### src/rtl/rtc_serial_pkg.sv
package rtc_serial_pkg;
   localparam int CMD_BITS  = 8;
   localparam int DATA_BITS = 8;
   localparam int XFER_BITS = CMD_BITS + DATA_BITS;

   localparam logic [7:0] CMD_STAT_RD  = 8'h30;
   localparam logic [7:0] CMD_STAT_AUX = 8'h31;
   localparam logic [7:0] CMD_STAT_CLR = 8'hB1;
   localparam logic [7:0] CMD_WR_BASE  = 8'h80;
   localparam logic [3:0] TIME_GROUP   = 4'h2;
   localparam logic [7:0] STAT_CLR_MSK = 8'h18;

   typedef struct packed {
      logic [7:0] year;
      logic [7:0] month;
      logic [7:0] day;
      logic [7:0] hour;
      logic [7:0] minute;
      logic [7:0] second;
   } bcd_time_t;

   // BCD increment that wraps from hi back to lo
   function automatic logic [7:0] bcd_inc(input logic [7:0] v,
                                          input logic [7:0] lo,
                                          input logic [7:0] hi);
      logic [7:0] r;
      if (v == hi)             r = lo;
      else if (v[3:0] == 4'h9) r = {v[7:4] + 4'h1, 4'h0};
      else                     r = v + 8'h01;
      return r;
   endfunction

   // last day of a BCD month, February given by the caller
   function automatic logic [7:0] month_last(input logic [7:0] m,
                                             input logic [7:0] feb);
      logic [7:0] r;
      case (m)
         8'h02:                      r = feb;
         8'h04, 8'h06, 8'h09, 8'h11: r = 8'h30;
         default:                    r = 8'h31;
      endcase
      return r;
   endfunction
endpackage

### src/rtl/rtc_serial_front.sv
module rtc_serial_front
   import rtc_serial_pkg::*;
(
   input  logic                clk,
   input  logic                rst_n,
   input  logic                ce,
   input  logic                sclk,
   input  logic                sdi,
   input  logic [DATA_BITS-1:0] rd_byte,
   output logic [CMD_BITS-1:0] cmd,
   output logic                commit,
   output logic [DATA_BITS-1:0] commit_data,
   output logic                sdo
);
   localparam int PW = $clog2(XFER_BITS + 1);

   logic                 sclk_q;
   logic                 fall;
   logic [PW-1:0]        phase;
   logic [DATA_BITS-1:0] rx_val;
   logic [2:0]           bit_idx;

   assign fall        = ce & sclk_q & ~sclk;
   assign bit_idx     = 3'(XFER_BITS - 1 - int'(phase));
   assign commit      = fall && (phase == PW'(XFER_BITS - 1));
   assign commit_data = {rx_val[DATA_BITS-2:0], sdi};

   always_ff @(posedge clk) begin
      if (!rst_n) begin
         sclk_q <= 1'b0;
         phase  <= '0;
         cmd    <= '0;
         rx_val <= '0;
         sdo    <= 1'b0;
      end else begin
         sclk_q <= sclk;
         if (!ce) begin
            phase  <= '0;
            cmd    <= '0;
            rx_val <= '0;
            sdo    <= 1'b0;
         end else if (fall) begin
            if (phase < PW'(CMD_BITS)) begin
               cmd <= {cmd[CMD_BITS-2:0], sdi};
            end else if (phase < PW'(XFER_BITS)) begin
               rx_val <= {rx_val[DATA_BITS-2:0], sdi};
               sdo    <= rd_byte[bit_idx];
            end
            if (phase < PW'(XFER_BITS)) phase <= phase + PW'(1);
         end
      end
   end

   AST_ABORT_CLEAR: assert property (@(posedge clk) disable iff (!rst_n)
      !ce |=> (phase == '0 && cmd == '0 && rx_val == '0));
   AST_PHASE_CAP: assert property (@(posedge clk) disable iff (!rst_n)
      phase <= PW'(XFER_BITS));
   AST_PHASE_STEP: assert property (@(posedge clk) disable iff (!rst_n)
      (ce && !fall) |=> $stable(phase));
endmodule

### src/rtl/rtc_nvram_status.sv
module rtc_nvram_status
   import rtc_serial_pkg::*;
#(
   parameter int          RAM_BYTES   = 32,
   parameter logic [7:0]  STATUS_INIT = 8'h90,
   localparam int         AW          = $clog2(RAM_BYTES)
)(
   input  logic        clk,
   input  logic        rst_n,
   input  logic        commit,
   input  logic [7:0]  cmd,
   input  logic [7:0]  wr_data,
   input  logic [AW-1:0] rd_addr,
   output logic [7:0]  rd_data,
   output logic [7:0]  status,
   output logic        pwr_clr
);
   logic [7:0] mem [RAM_BYTES];
   logic       wr_hit;
   logic       clr_hit;

   assign wr_hit  = commit && (cmd >= CMD_WR_BASE) &&
                    (cmd < CMD_WR_BASE + 8'(RAM_BYTES));
   assign clr_hit = commit && (cmd == CMD_STAT_CLR) && wr_data[2];
   assign rd_data = mem[rd_addr];

   always_ff @(posedge clk) begin
      if (!rst_n) begin
         for (int i = 0; i < RAM_BYTES; i++) mem[i] <= 8'h00;
         status  <= STATUS_INIT;
         pwr_clr <= 1'b0;
      end else begin
         pwr_clr <= 1'b0;
         if (wr_hit) mem[cmd[AW-1:0]] <= wr_data;
         if (clr_hit) begin
            status  <= status & ~STAT_CLR_MSK;
            pwr_clr <= 1'b1;
         end
      end
   end

   AST_PWR_PULSE: assert property (@(posedge clk) disable iff (!rst_n)
      pwr_clr |=> !pwr_clr);
   AST_STATUS_HOLD: assert property (@(posedge clk) disable iff (!rst_n)
      !commit |=> $stable(status));
   AST_PULSE_CLEARS: assert property (@(posedge clk) disable iff (!rst_n)
      pwr_clr |-> (status & STAT_CLR_MSK) == 8'h00);
endmodule

### src/rtl/rtc_bcd_clock.sv
module rtc_bcd_clock
   import rtc_serial_pkg::*;
#(
   parameter int FEB_DAYS = 28
)(
   input  logic      clk,
   input  logic      rst_n,
   input  logic      tick,
   input  logic      preset_en,
   input  bcd_time_t preset_time,
   output bcd_time_t now
);
   logic [7:0] feb_last;
   logic [7:0] day_last;
   logic c_min, c_hour, c_day, c_mon, c_year;

   generate
      if (FEB_DAYS == 29) begin : g_feb29
         assign feb_last = 8'h29;
      end else begin : g_feb28
         assign feb_last = 8'h28;
      end
   endgenerate

   assign day_last = month_last(now.month, feb_last);
   assign c_min  = (now.second == 8'h59);
   assign c_hour = c_min  && (now.minute == 8'h59);
   assign c_day  = c_hour && (now.hour == 8'h23);
   assign c_mon  = c_day  && (now.day == day_last);
   assign c_year = c_mon  && (now.month == 8'h12);

   always_ff @(posedge clk) begin
      if (!rst_n) begin
         now <= '{year: 8'h00, month: 8'h01, day: 8'h01,
                  hour: 8'h00, minute: 8'h00, second: 8'h00};
      end else if (preset_en) begin
         now <= preset_time;
      end else if (tick) begin
         now.second <= bcd_inc(now.second, 8'h00, 8'h59);
         if (c_min)  now.minute <= bcd_inc(now.minute, 8'h00, 8'h59);
         if (c_hour) now.hour   <= bcd_inc(now.hour, 8'h00, 8'h23);
         if (c_day)  now.day    <= bcd_inc(now.day, 8'h01, day_last);
         if (c_mon)  now.month  <= bcd_inc(now.month, 8'h01, 8'h12);
         if (c_year) now.year   <= bcd_inc(now.year, 8'h00, 8'h99);
      end
   end

   AST_SEC_WRAP: assert property (@(posedge clk) disable iff (!rst_n)
      (tick && !preset_en && now.second == 8'h59) |=> now.second == 8'h00);
   AST_IDLE_HOLD: assert property (@(posedge clk) disable iff (!rst_n)
      (!tick && !preset_en) |=> $stable(now));
   AST_PRESET_LOAD: assert property (@(posedge clk) disable iff (!rst_n)
      preset_en |=> now == $past(preset_time));
endmodule

### src/rtl/rtc_serial_slave.sv
module rtc_serial_slave
   import rtc_serial_pkg::*;
#(
   parameter int         RAM_BYTES   = 32,
   parameter int         FEB_DAYS    = 28,
   parameter logic [7:0] STATUS_INIT = 8'h90
)(
   input  logic        clk,
   input  logic        rst_n,
   input  logic        ce,
   input  logic        sclk,
   input  logic        sdi,
   output logic        sdo,
   input  logic        tick,
   input  logic        preset_en,
   input  logic [47:0] preset_time,
   output logic        pwr_clr
);
   localparam int AW = $clog2(RAM_BYTES);

   if (RAM_BYTES < 2 || RAM_BYTES > 32 || (RAM_BYTES & (RAM_BYTES - 1)) != 0) begin : g_bad_ram
      $error("RAM_BYTES must be a power of two from 2 to 32");
   end
   if (FEB_DAYS != 28 && FEB_DAYS != 29) begin : g_bad_feb
      $error("FEB_DAYS must be 28 or 29");
   end

   logic [7:0] cmd;
   logic       commit;
   logic [7:0] commit_data;
   logic [7:0] rd_byte;
   logic [7:0] mem_rd;
   logic [7:0] status;
   bcd_time_t  now;

   rtc_serial_front u_front (
      .clk(clk), .rst_n(rst_n), .ce(ce), .sclk(sclk), .sdi(sdi),
      .rd_byte(rd_byte), .cmd(cmd), .commit(commit),
      .commit_data(commit_data), .sdo(sdo)
   );

   rtc_nvram_status #(.RAM_BYTES(RAM_BYTES), .STATUS_INIT(STATUS_INIT)) u_mem (
      .clk(clk), .rst_n(rst_n), .commit(commit), .cmd(cmd),
      .wr_data(commit_data), .rd_addr(cmd[AW-1:0]), .rd_data(mem_rd),
      .status(status), .pwr_clr(pwr_clr)
   );

   rtc_bcd_clock #(.FEB_DAYS(FEB_DAYS)) u_clock (
      .clk(clk), .rst_n(rst_n), .tick(tick), .preset_en(preset_en),
      .preset_time(bcd_time_t'(preset_time)), .now(now)
   );

   always_comb begin
      rd_byte = 8'h00;
      if (cmd < 8'(RAM_BYTES)) begin
         rd_byte = mem_rd;
      end else if (cmd == CMD_STAT_RD) begin
         rd_byte = status;
      end else if (cmd == CMD_STAT_AUX) begin
         rd_byte = 8'h00;
      end else if (cmd[7:4] == TIME_GROUP) begin
         case (cmd[3:0])
            4'h0:    rd_byte = now.second;
            4'h1:    rd_byte = now.minute;
            4'h2:    rd_byte = now.hour;
            4'h4:    rd_byte = now.day;
            4'h5:    rd_byte = now.month;
            4'h6:    rd_byte = now.year;
            default: rd_byte = 8'h00;
         endcase
      end
   end

   AST_NO_WRITE_IDLE: assert property (@(posedge clk) disable iff (!rst_n)
      !ce |-> !commit);
endmodule

### config.mk
export PLATFORM = sky130hd
export DESIGN_NAME = rtc_serial_slave
export DESIGN_NICKNAME = d
export VERILOG_FILES = /design/src/rtl/rtc_serial_pkg.sv /design/src/rtl/rtc_serial_front.sv /design/src/rtl/rtc_nvram_status.sv /design/src/rtl/rtc_bcd_clock.sv /design/src/rtl/rtc_serial_slave.sv
export SDC_FILE = /design/constraint.sdc
export NUM_CORES = 1
export LEC_CHECK = 0
export BUFFER_PORTS_ARGS = -buffer_cell sky130_fd_sc_hd__buf_2
export CAP_MARGIN = 20
export CORE_MARGIN = 10
export CORE_UTILIZATION = 25
export DETAILED_ROUTE_END_ITERATION = 12
export PLACE_DENSITY_LB_ADDON = 0.12
export SLEW_MARGIN = 0
export SYNTH_ARGS = -nofsm -noshare
export SYNTH_HDL_FRONTEND = slang
export SYNTH_SLANG_ARGS = --single-unit
### constraint.sdc
create_clock -name clk -period 3.55 [get_ports clk]
set_clock_uncertainty 0.05 [all_clocks]
set_input_delay 0.5325 -clock clk [delete_from_list [all_inputs] [get_ports clk]]
set_output_delay 0.5325 -clock clk [all_outputs]
set_load 0.02 [all_outputs]
==> impl_metrics.ini <==
[sta]
tns_ps = 0
worstMarginPinSlew_ps = 1020
slew_headroom = 0.322
fin_crit_sh = 0.909
slew_violations = 0
hold_violations = 0
fin_crit_ps = 3230
max_clock_freq_ghz = 0.310
setup_violations = 0
rsz0062_at_grt = false

[critical_path]
rrSetupSlack_ps = 320
worstSetupEndpointType = flop
critPathMaxFanout = 7
critical_path.slowest_cell = or4b_1
path_cells = ha_1, and3_1, ha_1, nand2_1, or4b_1, or2_1, nor2_1, nand2_1, o21ai_0, buf_4
start_kind = flop
worst-setup-path-type = reg -> reg
cpPeakStageDelay_ps = 580
crit_required_ps = 3790
critPathArrivalTime_ps = 3470

[clock_tree]
clk_pin_slew_ps = 60
clockBufferDepth = 3
cts_root_buf = clkbuf_16
insertion_delay_ps = 580
post_cts_buffers = 0
cts-buffers-inserted = 42
cts_hold_buffers = 0
htreeDepth = 2
numClockSinks = 333
cts_tree = yes

[global_route]
grt_pass1_vias = 12381
grt.total_usage = 0.141
grt_pass1_wl_um = 83800
antenna_found_initial = 2
grt_overflow = 0
grt_max_degree = 66

[synthesis]
synth-edff-count = 256
ys_types = 84
yosysTopAreaCellShare = 0.446
async_flop_share = 0
netlist_top_cells_area = edfxtp_1, and2_1, dfxtp_1, mux4_2, mux2i_1
syn_nets = 1579
synth_commonest_cells = and2_1, edfxtp_1, nor2_1, clkbuf_1
synth_top_flop_cell = edfxtp_1
yosys_warnings = 0
yosysSeqAreaShare = 0.536
yosys_register_bits = 333
avgSynthCellArea_um2 = 11.5
syn-instance-count = 1500
syn_area_um2 = 17200
synth.largest_area_cell = edfxtp_1
yosysMostFrequentCell = and2_1

[final_layout]
drive_gt1_frac = 0.177
fill_cells = 7108
fin_cells = 2483
nets = 1649
diodes = 0
area_growth_pct = 16.5

[hold_path]
hold_path_class = in -> reg

[route]
avgViaCountPerCell = 4.86
drc = 0
ant_nets = 0
post_drt_wl_per_cell_um = 22.5
first_pass_iters = 5
drt_iter0_drc = 888
wl_um = 55800
vias = 12062

[die]
io_pins = 57
fp.coreArea_um2 = 68500
die_w_um = 282
initial_core_util = 0.251
placementRows = 96
die_area_um2 = 79800
die_h_um = 282

[place]
place_hpwl_um = 37700
gp_congestion = 0.796
dp_cells = 2408
portBuffers = 56

[run]
drv_cap = 0

[pwr]
pwr_density_cell_nw_per_um2 = 459
p_leak_nw = 6.72
ir_drop_mv = 0.304

[outcome]
status = complete, no violations
==> placed cells by master, fill, tap and decap left out, types with 9 or more instances in the layout <==
cell         n
buf_4       78
mux2i_1     61
edfxtp_1   256
nor2_1      94
buf_2       56
mux4_2      50
o21ai_0     78
clkbuf_1    13
nand4_1     13
and3_1      21
nor2b_1     14
mux2_2      10
nand2_1     78
clkbuf_16   43
nand3_1     34
a31oi_1     16
nor3_1      34
o221ai_1     9
o22ai_1     13
nand2b_1    16
ha_1        24
dfxtp_1     68
a21oi_1     52
and2_1     257
a211oi_1    13
or3_1       12
o211ai_1    10
inv_1       22
==> through the flow <==
stage	total power [mW]	hold slack (ps)	util	cell area [µm²]	worst slack [ps]
5_1_grt	9.55	128	0.293	20100	46.4
3_5_place_dp	5.08	399	0.274	18700	86.5
6_report	9.20	141	0.293	20100	322
4_1_cts	9.33	109	0.293	20100	155
2_1_floorplan	4.83	375	-	17200	520
3_3_place_gp	5.09	395	0.274	18700	140
==> registers in the layout, indices dropped and copies added, names as in the netlist, named ones only <==
name,flops
u_front.cmd,8
u_front.rx_val,7
u_clock.now,48
u_mem.mem,256
u_mem.pwr_clr,1
u_front.sdo,1
u_mem.status,1
u_front.phase,5
u_front.sclk_q,1
==> layout make-up <==
cell class / count / area (µm²) / share of cell area
clock buffer: 58 / 1150 / 0.0575
inverter: 24 / 90.1 / 0.00449
timing repair buffer: 137 / 926 / 0.0462
clock inverter: 17 / 171 / 0.00855
multi-input combinational: 1032 / 7370 / 0.367
tap: 882 / 1100 / 0.0550
sequential: 333 / 9240 / 0.461
==> kinds of logic (layout without fill, tap and decap cells) <==
logic type | Yosys count | in the layout | share of synthesized area
AND/OR/NAND/NOR | 629 | 629 | 0.206
flip-flops | 333 | 333 | 0.536
AO/OA/AOI/OAI | 252 | 252 | 0.0939
buffers and inverters | 135 | 236 | 0.0365
multiplexers | 121 | 121 | 0.107
adder cells (fa/ha/maj) | 24 | 24 | 0.0174
XOR/XNOR | 6 | 6 | 0.00305
==> worst max-delay path, delay by kind of cell (launching register included) <==
kind / cells / cell delay (ps)
AO/OA/AOI/OAI: 1 / 340
buffers and inverters: 1 / 230
AND/OR/NAND/NOR: 6 / 1680
flip-flops: 1 / 330
adder cells (fa/ha/maj): 2 / 300
==> path summary, 6_finish.rpt <==
check	startpoint	to	cells past startpoint
max	u_front.phase[0]$_SDFFE_PN0P_	u_mem.mem[5][1]$_SDFFCE_PN0P_	10
min	sclk	u_front.sclk_q$_SDFF_PN0_	2
max reg2reg	u_front.phase[0]$_SDFFE_PN0P_	u_mem.mem[5][1]$_SDFFCE_PN0P_	10
min reg2reg	u_mem.status[4]$_SDFFE_PN1P_	u_mem.status[4]$_SDFFE_PN1P_	2
==> power by group <==
group,internal (mW),total (mW),leakage (nW),switching [mW]
Sequential,4.37,4.50,3.07,0.129
Clock,2.43,4.21,0.646,1.78
Combinational,0.207,0.497,3.01,0.289
==> metal layers <==
layer | wire [µm] | vias to the layer above | GRT usage
met3 | 1750 | 69 | 0.0186
met5 | 0 | - | 0
li1 | - | 5696 | -
met1 | 26800 | 6091 | 0.195
met2 | 26300 | 206 | 0.230
met4 | 999 | 0 | 0.0344
==> timing repair <==
action,CTS,global route
hold endpoints to repair,0,0
resized for setup,0,1
setup endpoints to repair,0,15
Power figures use the tool's default switching activity.
